`src/rtl/daisy_spi_slave.sv`:
```
module daisy_spi_slave #(
  parameter int W  = 16,
  parameter int AW = 4
) (
  input  logic          clk,
  input  logic          rst_n,
  input  logic          sclk,
  input  logic          cs_n,
  input  logic          sdi,
  input  logic [W-1:0]  status_in,
  output logic          sdo,
  output logic          sdo_oe,
  output logic          wr_stb,
  output logic [AW-1:0] wr_addr,
  output logic [W-AW-1:0] wr_data
);

  localparam int DW = W - AW;
  localparam int CW = $clog2(W);
  localparam logic [CW-1:0] LAST = CW'(W - 1);

  logic sclk_m, sclk_s, sclk_q;
  logic cs_m, cs_s, cs_q;
  logic sdi_m, sdi_s;

  always_ff @(posedge clk or negedge rst_n)
    if (!rst_n) begin
      {sclk_m, sclk_s, sclk_q} <= '0;
      {cs_m, cs_s, cs_q}       <= '1;
      {sdi_m, sdi_s}           <= '0;
    end else begin
      sclk_m <= sclk;  sclk_s <= sclk_m;  sclk_q <= sclk_s;
      cs_m   <= cs_n;  cs_s   <= cs_m;    cs_q   <= cs_s;
      sdi_m  <= sdi;   sdi_s  <= sdi_m;
    end

  wire cs_fall   = ~cs_s &  cs_q;
  wire cs_rise   =  cs_s & ~cs_q;
  wire sclk_rise =  sclk_s & ~sclk_q & ~cs_q;
  wire sclk_fall = ~sclk_s &  sclk_q & ~cs_q;

  logic [W-1:0]  shreg;
  logic [CW-1:0] bmod;
  logic          seen, out_bit;

  wire [W-1:0]  nxt_sh   = sclk_fall ? {shreg[W-2:0], sdi_s} : shreg;
  wire [CW-1:0] nxt_bmod = !sclk_fall ? bmod : (bmod == LAST) ? '0 : bmod + 1'b1;
  wire          nxt_seen = seen | sclk_fall;
  wire          commit   = cs_rise & nxt_seen & (nxt_bmod == '0);

  always_ff @(posedge clk or negedge rst_n)
    if (!rst_n) begin
      shreg   <= '0;
      bmod    <= '0;
      seen    <= 1'b0;
      out_bit <= 1'b0;
    end else if (cs_fall) begin
      shreg   <= status_in;
      bmod    <= '0;
      seen    <= 1'b0;
      out_bit <= 1'b0;
    end else begin
      shreg <= nxt_sh;
      bmod  <= nxt_bmod;
      seen  <= nxt_seen;
      if (sclk_rise) out_bit <= shreg[W-1];
    end

  always_ff @(posedge clk or negedge rst_n)
    if (!rst_n) begin
      wr_stb  <= 1'b0;
      wr_addr <= '0;
      wr_data <= '0;
    end else begin
      wr_stb <= commit;
      if (commit) begin
        wr_addr <= nxt_sh[W-1 -: AW];
        wr_data <= nxt_sh[DW-1:0];
      end
    end

  assign sdo    = out_bit;
  assign sdo_oe = ~cs_q;

  a_r6_single_pulse: assert property (@(posedge clk) disable iff (!rst_n)
    wr_stb |=> !wr_stb);

  a_r6_after_close: assert property (@(posedge clk) disable iff (!rst_n)
    wr_stb |-> !sdo_oe);

  a_r8_quiet_out: assert property (@(posedge clk) disable iff (!rst_n)
    (cs_q && $past(cs_q)) |-> $stable(out_bit));

  a_r4_status_load: assert property (@(posedge clk) disable iff (!rst_n)
    $fell(cs_q) |-> (shreg == $past(status_in)));

  a_r3_bit_seen: assert property (@(posedge clk) disable iff (!rst_n)
    (sclk_fall && !cs_rise) |=> seen);

  a_r2_oe_off_when_high: assert property (@(posedge clk) disable iff (!rst_n)
    (cs_s && cs_q) |=> !sdo_oe);

endmodule

```
`config.mk`:
```
export PLATFORM = sky130hd
export DESIGN_NAME = daisy_spi_slave
export DESIGN_NICKNAME = d
export VERILOG_FILES = /design/src/rtl/daisy_spi_slave.sv
export SDC_FILE = /design/constraint.sdc
export NUM_CORES = 1
export LEC_CHECK = 0
export BUFFER_PORTS_ARGS = -buffer_cell sky130_fd_sc_hd__buf_2
export CORE_MARGIN = 1.5
export CORE_UTILIZATION = 52
export CTS_CLUSTER_DIAMETER = 40
export DETAILED_ROUTE_END_ITERATION = 8
export HOLD_SLACK_MARGIN = 0.08
export PLACE_DENSITY = 0.76
export SLEW_MARGIN = 20
export SYNTH_ARGS = -nofsm -noshare
export SYNTH_HDL_FRONTEND = slang
export SYNTH_SLANG_ARGS = --single-unit
```
`constraint.sdc`:
```
create_clock -name clk -period 5.1 [get_ports clk]
set_input_delay 0.51 -clock clk [delete_from_list [all_inputs] [get_ports clk]]
set_output_delay 0.51 -clock clk [all_outputs]
set_load 0.05 [all_outputs]
```
==> summary.md, run 1 <==
| Metric | Value |
|---|---|
| Status | `finished clean` |
| Placed Cells | `250` |
| Worst-Margin Slew | `0.5997 ns` |
| Setup crit start kind | `flip-flop` |
| CTS root buffer | `clkbuf_8` |
| Initial drt markers | `44` |
| Clock latency on the worst-skew pair | `0.30 ns` |
| Number of global-route vias before repair | `1354` |
| Final core occ | `63.02%` |
| Max-slew violations | `0` |
| Synth warn | `0` |
| CTS Buffer Depth | `2` |
| Max Fclk | `0.4204 GHz` |
| Area leader, netlist | `dfrtp_1` |
| CP Class | `flip-flop to flip-flop` |
| Syn Nets | `189` |
| Clock slew at reported path FFs | `0.08 ns` |
| Hold WC Path Type | `input port to asynchronous set/reset pin` |
| CP max FO | `24` |
| Sequential fraction of the synthesis area | `59.76%` |
| Post-DP HPWL | `2447 µm` |
| TritonCTS clock tree | `done` |
| Die footprint | `0.004176 mm²` |
| Ranking of synthesized cells by area | `dfrtp_1, mux2i_1, nor2_1` |
| CP cell instances | `nor3b_4 -> buf_4 -> or4_4 -> a2111oi_4 -> buf_4 -> mux2i_1` |
| Share of layout cells above drive strength 1 | `25.71%` |
| Post-Syn Area | `0.001974 mm²` |
| Final min period | `2.379 ns` |
| Power density cells | `506.7 mW/mm²` |
| Setup TNS | `0 ns` |
| Vias/cell | `5.085` |
| GP Congestion | `0.7690` |
| Yosys top cell area share | `55.77%` |
| Most frequent cell after synthesis | `dfrtp_1` |
| Most Frequent Cell on Critical Path | `buf_4` |
| Initial Utilization | `53.93%` |
| Total Power | `1.169 mW` |
| Sequential share of power | `44.0%` |
| Data arrival, critical path | `2.60 ns` |
| Row cnt | `22` |
| Largest net degree at the start of global routing | `48` |
| Final setup viols | `0` |
| Most frequent cells after synthesis | `dfrtp_1, mux2i_1, nor2_1, inv_1, a21oi_1` |
| Internal power | `0.6693 mW` |
| DRC | `0` |
| Max-Cap Viols | `0` |
| Core area | `0.003661 mm²` |
| Final Cell Area | `0.002307 mm²` |
| Clk_skew | `0.004150 ns` |
| Clock Power Share | `18.0%` |
| Hold buffer count at cts | `0` |
| First-pass GRT wire length | `5975 µm` |
| Post-route clock period utilization | `46.64%` |
| CP endpoint kind | `flip-flop` |
| Area grow syn2layout | `16.86%` |
| Placed inst area | `0.002221 mm²` |
| Synth Register Bits | `47` |
| Critical path's largest stage delay | `0.59 ns` |
| Distinct cells, synth | `25` |
| Num Clock Sinks | `47` |
| Antenna violations before repair | `0` |
| WP data required | `5.32 ns` |
| Syn Area/Cell | `11.82 µm²` |
| Hold Vio Cnt, Final | `0` |
| GRT Overall Usage | `18.98%` |
| VDD IR max | `294.9 µV` |
| Number of flops mapped to enable cells by yosys | `0` |
| Fin nets | `231` |
| Detail Route Antenna Nets | `0` |
| Clock buffer count from CTS | `5` |
| Grt ovf | `0` |
| Die height | `64.62 µm` |
| Final std cells w/o fill | `258` |
| Post-CTS sizing | `0` |
| Drt first pass iters | `4` |
| Worst relative slew slack | `60.02%` |
| Post-CTS Repair Setup Buffers | `0` |
| CTS H-tree lvls | `2` |
| Drt wl/cell | `13.59 µm` |
| Diodes inserted | `0` |
| Sw Pwr | `0.4998 mW` |
| Asr flop ratio synth | `100.0%` |
| I/O pins | `40` |
| Die X | `64.62 µm` |
| PortBufs | `39` |
| RSZ-0062 raised after global routing | `no` |
| Leakage | `1.100 nW` |
| DRT Wirelength | `3506 µm` |
| Post-Synthesis Cells | `167` |
| Ys flop type | `dfrtp_1` |
| Comb pwr share | `38.0%` |
| Sw Share | `42.75%` |
| Slowest cell on the critical path | `dfstp_2` |
| Detailed-route via count | `1312` |
==> final cells by class <==
cell class | instances | area [µm²]
fillers | 308 | 1354
flip-flops and latches | 47 | 1180
multi-input cells | 95 | 701.9
repair buffers | 41 | 212.7
clock buffers | 7 | 76.32
inverters | 19 | 71.32
well taps | 48 | 60.06
clock inverters | 1 | 5.005
==> power by group through the flow <==
| stage | combinational, mW | sequential [mW] | clock [mW] |
|---|---|---|---|
| final | 0.444 | 0.514 | 0.210 |
| after global routing | 0.474 | 0.527 | 0.232 |
| after CTS | 0.449 | 0.515 | 0.218 |
| after detailed placement | 0.449 | 0.519 | 0 |
| after global placement | 0.438 | 0.517 | 0 |
| after floorplan | 0.110 | 0.744 | 0 |
==> cells in the final DEF (no fill, tap or decap), types with 2 or more instances in the layout <==
| cell type | synthesis | layout |
|---|---|---|
| nor2_1 | 24 | 24 |
| dfstp_2 | 3 | 3 |
| inv_1 | 19 | 19 |
| buf_4 | 0 | 3 |
| mux2i_1 | 35 | 35 |
| buf_2 | 0 | 38 |
| dfrtp_1 | 44 | 44 |
| clkbuf_1 | 5 | 2 |
| clkbuf_8 | 0 | 5 |
| a21oi_1 | 16 | 16 |
| a31oi_1 | 2 | 2 |
| o211ai_1 | 2 | 2 |
==> path summary, 6_finish.rpt <==
check,start,end,slack [ns],depth (start not counted)
worst max-delay path,cs_q$_DFF_PN1_,wr_data[10]$_DFFE_PN0P_,2.72,6
worst min-delay path,rst_n,shreg[6]$_DFF_PN0_,0.20,1
worst max register to register,cs_q$_DFF_PN1_,wr_data[10]$_DFFE_PN0P_,2.72,6
worst min register to register,sclk_m$_DFF_PN0_,sclk_s$_DFF_PN0_,0.35,0
max in group asynchronous,rst_n,cs_m$_DFF_PN1_,4.51,1
min in group clk,cs_n,cs_m$_DFF_PN1_,0.31,1
==> per-stage QoR <==
step	setup WS, ns	hold WS [ns]
5_1_grt	2.612	0.2419
6_report	2.721	0.2025
3_3_place_gp	2.825	0.3327
3_5_place_dp	2.723	0.3347
4_1_cts	2.709	0.2991
2_1_floorplan	2.906	0.2144
==> critical path, delay by kind of cell, from the launching register on <==
family          cells  cell delay [ns]
compound gates      1             0.35
flops               1             0.59
simple gates        2             0.51
mux                 1             0.24
buf+inv             2             0.59
==> kinds of logic (layout without fill, tap and decap cells) <==
group	Yosys count	count (layout)	synth area share (%)
flops	47	47	59.76
mux	35	35	17.74
simple gates	34	34	8.302
buf+inv	25	68	5.133
compound gates	24	24	7.985
fa+ha+maj	1	1	0.6336
xor+xnor	1	1	0.4437
==> routing by layer <==
layer	wire (µm)	global-route usage [%]	vias up
met1	1550	22.79	643
met5	0	0	-
met2	1776	32.68	23
met4	52	6.383	0
li1	-	-	641
met3	126	5.729	5
==> registers in the layout, summed over array words and instances (netlist names), 4 cells and up <==
signal,cells
shreg,16
wr_data,12
bmod,4
wr_addr,4
Note: power is estimated with default switching activity, not from simulation.
==> run 2, diff against run 1 <==
--- a/config.mk
+++ b/config.mk
@@ -7,11 +7,11 @@
 export LEC_CHECK = 0
 export BUFFER_PORTS_ARGS = -buffer_cell sky130_fd_sc_hd__buf_2
 export CORE_MARGIN = 1.5
-export CORE_UTILIZATION = 52
+export CORE_UTILIZATION = 48
 export CTS_CLUSTER_DIAMETER = 40
 export DETAILED_ROUTE_END_ITERATION = 8
 export HOLD_SLACK_MARGIN = 0.08
-export PLACE_DENSITY = 0.76
+export PLACE_DENSITY = 0.74
 export SLEW_MARGIN = 20
 export SYNTH_ARGS = -nofsm -noshare
 export SYNTH_HDL_FRONTEND = slang
==> constraint.sdc (replaced) <==
create_clock -name clk -period 2 [get_ports clk]
set_input_delay 0.2 -clock clk [delete_from_list [all_inputs] [get_ports clk]]
set_output_delay 0.2 -clock clk [all_outputs]
set_load 0.05 [all_outputs]
==> summary.md, run 2 (same netlist as run 1, synthesis figures left out) <==
| Metric | Value |
|---|---|
| Max reg flops | `16` |
| GP Congestion | `0.9133` |
| Die height | `67.14 µm` |
| Worst relative slew slack | `63.00%` |
| Hold WC Path Type | `input port to flip-flop` |
| Clock buffer count from CTS | `5` |
| RSZ-0062 raised after global routing | `yes` |
| CTS Buffer Depth | `2` |
| Leakage | `1.191 nW` |
| Hold path depth | `3` |
| Initial Utilization | `49.72%` |
| DRC | `0` |
| Drt first pass iters | `4` |
| Data arrival, critical path | `2.20 ns` |
| Post-route clock period utilization | `99.67%` |
| Detailed-route via count | `1369` |
| Top Registers | `shreg (16), wr_data (12)` |
| DRT Wirelength | `3628 µm` |
| Final setup viols | `0` |
| Core area | `0.003971 mm²` |
| Fin nets | `249` |
| Clock slew at reported path FFs | `0.08 ns` |
| Row cnt | `23` |
| Clock latency on the worst-skew pair | `0.29 ns` |
| Diodes inserted | `0` |
| Max Fclk | `0.5016 GHz` |
| WP data required | `2.21 ns` |
| Hold Vio Cnt, Final | `0` |
| Post-DP HPWL | `2429 µm` |
| Antenna violations before repair | `0` |
| R2R depth | `6` |
| Power density cells | `1214 mW/mm²` |
| VDD IR max | `638.9 µV` |
| Grt ovf | `0` |
| Number of global-route vias before repair | `1318` |
| Die X | `67.14 µm` |
| Vias/cell | `4.924` |
| Worst r2r dst | `wr_addr[3]$_DFFE_PN0P_` |
| CP Capture Point | `wr_addr[3]$_DFFE_PN0P_` |
| CP Class | `flip-flop to flip-flop` |
| Share of layout cells above drive strength 1 | `29.39%` |
| Max-slew violations | `0` |
| I/O pins | `40` |
| First-pass GRT wire length | `6161 µm` |
| Worst Setup SP | `cs_q$_DFF_PN1_` |
| CP max FO | `8` |
| Total Power | `3.018 mW` |
| RR Startpoint | `cs_q$_DFF_PN1_` |
| FF-to-FF setup slack | `0.007 ns` |
| Pre-CTS setup slack | `-0.02106 ns` |
| PortBufs | `39` |
| TritonCTS clock tree | `done` |
| Largest net degree at the start of global routing | `33` |
| Setup TNS | `0 ns` |
| CP endpoint kind | `flip-flop` |
| CTS root buffer | `clkbuf_8` |
| Most common cell after layout, fill and taps aside | `dfrtp_1` |
| Most frequent cells in the layout | `dfrtp_1, buf_2, mux2i_1, nor2_1, inv_1` |
| Clk_skew | `0.005098 ns` |
| Area grow syn2layout | `25.86%` |
| Max-Cap Viols | `0` |
| Initial drt markers | `103` |
| Worst-Margin Slew | `0.5550 ns` |
| Largest Register | `shreg` |
| Final min period | `1.993 ns` |
| CTS H-tree lvls | `2` |
| Status | `finished clean` |
| Final setup margin | `0.006563 ns` |
| GRT Overall Usage | `18.67%` |
| Setup crit start kind | `flip-flop` |
| Num Clock Sinks | `47` |
| Drt wl/cell | `13.05 µm` |
| Detail Route Antenna Nets | `0` |
| Die footprint | `0.004507 mm²` |
## run 2: per-stage QoR
step | cells | util, % | hold slack, ns | cell area, µm²
2_1_floorplan | 167 | - | -0.09559 | 1977
3_3_place_gp | 259 | 57.69 | 0.2211 | 2291
6_report | 278 | 62.57 | 0.1559 | 2485
3_5_place_dp | 259 | 57.69 | 0.2200 | 2291
4_1_cts | 276 | 62.29 | 0.1481 | 2474
5_1_grt | 278 | 62.57 | 0.1654 | 2485
## run 2: critical path, cell delays in order, from the launching register on
cell,delay (ns)
dfstp_2,0.57
nor3b_4,0.07
or4_4,0.43
a2111oi_4,0.32
buf_4,0.19
buf_12,0.13
mux2i_1,0.20
## run 2: power breakdown
group	leakage (nW)	switching, mW	internal, mW	total [mW]
combinational	0.610	0.864	0.313	1.18
sequential	0.542	0.125	1.18	1.31
clock	0.0395	0.286	0.249	0.534
total	1.19	1.27	1.74	3.02
## run 2: routing by layer
metal	vias up	global-route usage (%)	part of all wire (%)
met1	654	25.52	48
met4	0	8.929	1.6
met3	5	4.667	3.5
li1	681	-	-
met5	-	0	0
met2	29	27.97	46
## run 2: worst min-delay path by stage
| stage | from | endpoint | slack (ns) |
|---|---|---|---|
| after global placement | rst_n | shreg[9]$_DFF_PN0_ | 0.22 |
| after detailed placement | rst_n | shreg[9]$_DFF_PN0_ | 0.22 |
| after global routing | status_in[7] | shreg[7]$_DFF_PN0_ | 0.17 |
| final | status_in[5] | shreg[5]$_DFF_PN0_ | 0.16 |
| after CTS | status_in[0] | shreg[0]$_DFF_PN0_ | 0.15 |
| after floorplan | rst_n | bmod[0]$_DFF_PN0_ | -0.1 |
## run 2: final cells by class
| type | instances | area, µm² |
|---|---|---|
| repair buffers | 59 | 389.1 |
| well taps | 50 | 62.56 |
| multi-input cells | 95 | 701.9 |
| clock buffers | 8 | 80.08 |
| fillers | 335 | 1486 |
| flip-flops and latches | 47 | 1180 |
| inverters | 19 | 71.32 |
## run 2: what timing repair did
action,in CTS,in global routing
endpoints found under the setup margin,4,16
setup buffers,4,2
pin swaps,1,0
hold endpoints to repair,27,0
gates cloned,1,0
resized for setup,0,2
hold buffers,4,0
==> run 3, diff against run 2 <==
--- a/config.mk
+++ b/config.mk
@@ -7,11 +7,12 @@
 export LEC_CHECK = 0
 export BUFFER_PORTS_ARGS = -buffer_cell sky130_fd_sc_hd__buf_2
 export CORE_MARGIN = 1.5
-export CORE_UTILIZATION = 48
+export CORE_UTILIZATION = 46
 export CTS_CLUSTER_DIAMETER = 40
 export DETAILED_ROUTE_END_ITERATION = 8
 export HOLD_SLACK_MARGIN = 0.08
-export PLACE_DENSITY = 0.74
+export PLACE_DENSITY = 0.71
+export SKIP_LAST_GASP = 1
 export SLEW_MARGIN = 20
 export SYNTH_ARGS = -nofsm -noshare
 export SYNTH_HDL_FRONTEND = slang
==> summary.md, run 3 (same netlist as run 1, synthesis figures left out) <==
| Metric | Value |
|---|---|
| DRC | `0` |
| Die height | `68.52 µm` |
| Max Fclk | `0.4869 GHz` |
| Final setup margin | `-0.05364 ns` |
| TritonCTS clock tree | `done` |
| Hold WC Path Type | `input port to flip-flop` |
| Detail Route Antenna Nets | `0` |
| Max reg flops | `16` |
| GRT Overall Usage | `18.31%` |
| Clk_skew | `0.004011 ns` |
| Number of global-route vias before repair | `1352` |
| Max-Cap Viols | `0` |
| VDD IR max | `634.5 µV` |
| Vias/cell | `5.015` |
| Initial Utilization | `48.66%` |
| Final min period | `2.054 ns` |
| Placed inst area | `0.002283 mm²` |
| Top Registers | `shreg (16), wr_data (12)` |
| Final setup viols | `15` |
| CP Class | `flip-flop to flip-flop` |
| Die X | `68.52 µm` |
| First-pass GRT wire length | `6134 µm` |
| CP max FO | `8` |
| CTS root buffer | `clkbuf_8` |
| Share of layout cells above drive strength 1 | `30.22%` |
| RSZ-0062 raised after global routing | `yes` |
| Power density cells | `1272 mW/mm²` |
| Largest Register | `shreg` |
| Initial drt markers | `105` |
| Detailed-route via count | `1379` |
| Final Cell Area | `0.002517 mm²` |
| Max-slew violations | `0` |
| Drt first pass iters | `4` |
| Setup crit start kind | `flip-flop` |
| Row cnt | `23` |
| Clock buffer count from CTS | `5` |
| Grt ovf | `0` |
| Core area | `0.004058 mm²` |
| Clock slew at reported path FFs | `0.08 ns` |
| Fin nets | `246` |
| Clock latency on the worst-skew pair | `0.29 ns` |
| Final core occ | `62.04%` |
| Post-route clock period utilization | `102.7%` |
| I/O pins | `40` |
| Worst-Margin Slew | `0.7549 ns` |
| Largest net degree at the start of global routing | `37` |
| PortBufs | `39` |
| CTS Buffer Depth | `2` |
| Leakage | `1.204 nW` |
| Diodes inserted | `0` |
| CP endpoint kind | `flip-flop` |
| Post-DP HPWL | `2533 µm` |
| Hold path depth | `3` |
| Worst relative slew slack | `49.67%` |
| Drt wl/cell | `14.31 µm` |
| Antenna violations before repair | `0` |
| Failing checks | `setup timing` |
| CTS H-tree lvls | `2` |
| Data arrival, critical path | `2.27 ns` |
| WP data required | `2.22 ns` |
| R2R depth | `6` |
| Setup TNS | `-0.5069 ns` |
| DRT Wirelength | `3936 µm` |
| Most common cell after layout, fill and taps aside | `dfrtp_1` |
| Hold Vio Cnt, Final | `0` |
| Die footprint | `0.004694 mm²` |
| GP Congestion | `0.8589` |
| Num Clock Sinks | `47` |
| Area grow syn2layout | `27.50%` |
| Status | `finished with violations` |
| Most frequent cells in the layout | `dfrtp_1, buf_2, mux2i_1, nor2_1, inv_1` |
run 3: cell type report:
cell class | instances | area (µm²)
multi-input combinational | 95 | 705.7
tap | 50 | 62.56
inverter | 19 | 71.32
clock inverter | 2 | 35.03
timing repair buffer | 56 | 380.4
sequential | 47 | 1180
fill | 326 | 1540
clock buffer | 6 | 82.58
run 3: critical path: stages (launching register included):
cell and delay, ns:
dfstp_2 0.58, nor3b_4 0.07, or4_4 0.43, a2111oi_4 0.34, buf_4 0.21, clkbuf_16 0.17, mux2i_1 0.18
run 3: final timing paths:
| path | startpoint | end | slack [ns] |
|---|---|---|---|
| max | cs_q$_DFF_PN1_ | wr_data[11]$_DFFE_PN0P_ | -0.05 |
| min in group asynchronous | rst_n | wr_data[2]$_DFFE_PN0P_ | 0.50 |
| min reg2reg | cs_m$_DFF_PN1_ | cs_s$_DFF_PN1_ | 0.36 |
| max reg2reg | cs_q$_DFF_PN1_ | wr_data[11]$_DFFE_PN0P_ | -0.05 |
| max in group asynchronous | rst_n | bmod[1]$_DFF_PN0_ | 0.91 |
| min | status_in[0] | shreg[0]$_DFF_PN0_ | 0.15 |
run 3: per-stage QoR:
stage | cells | hold WS (ns) | setup WS (ns) | total power, mW
floorplan | 167 | -0.09559 | -0.1401 | 2.177
global placement | 258 | 0.3069 | 0.08998 | 2.463
detailed placement | 258 | 0.3070 | 0.02868 | 2.485
CTS | 270 | 0.1431 | 0.002168 | 3.206
global route | 275 | 0.1560 | -0.1161 | 3.378
finish | 275 | 0.1470 | -0.05364 | 3.202
run 3: repair_timing:
item,in CTS,in global routing
hold buffers,4,0
hold endpoints to repair,34,0
gates resized for setup,0,1
setup endpoints to repair,0,16
buffers inserted,0,3
run 3: layer usage:
layer  part of all wire [%]  up-vias  GRT usage, %  wire, µm
met5                      0        -             0         0
met4                    2.1        0         8.000        82
met3                    4.1        9         5.032       160
met2                     49       37         28.85      1918
met1                     45      664         23.73      1775
li1                       -      669             -         -
run 3: report_power, final:
| part | internal (mW) | switching [mW] |
|---|---|---|
| combinational | 0.313 | 0.864 |
| clock | 0.404 | 0.306 |
| sequential | 1.18 | 0.133 |
| total | 1.90 | 1.30 |
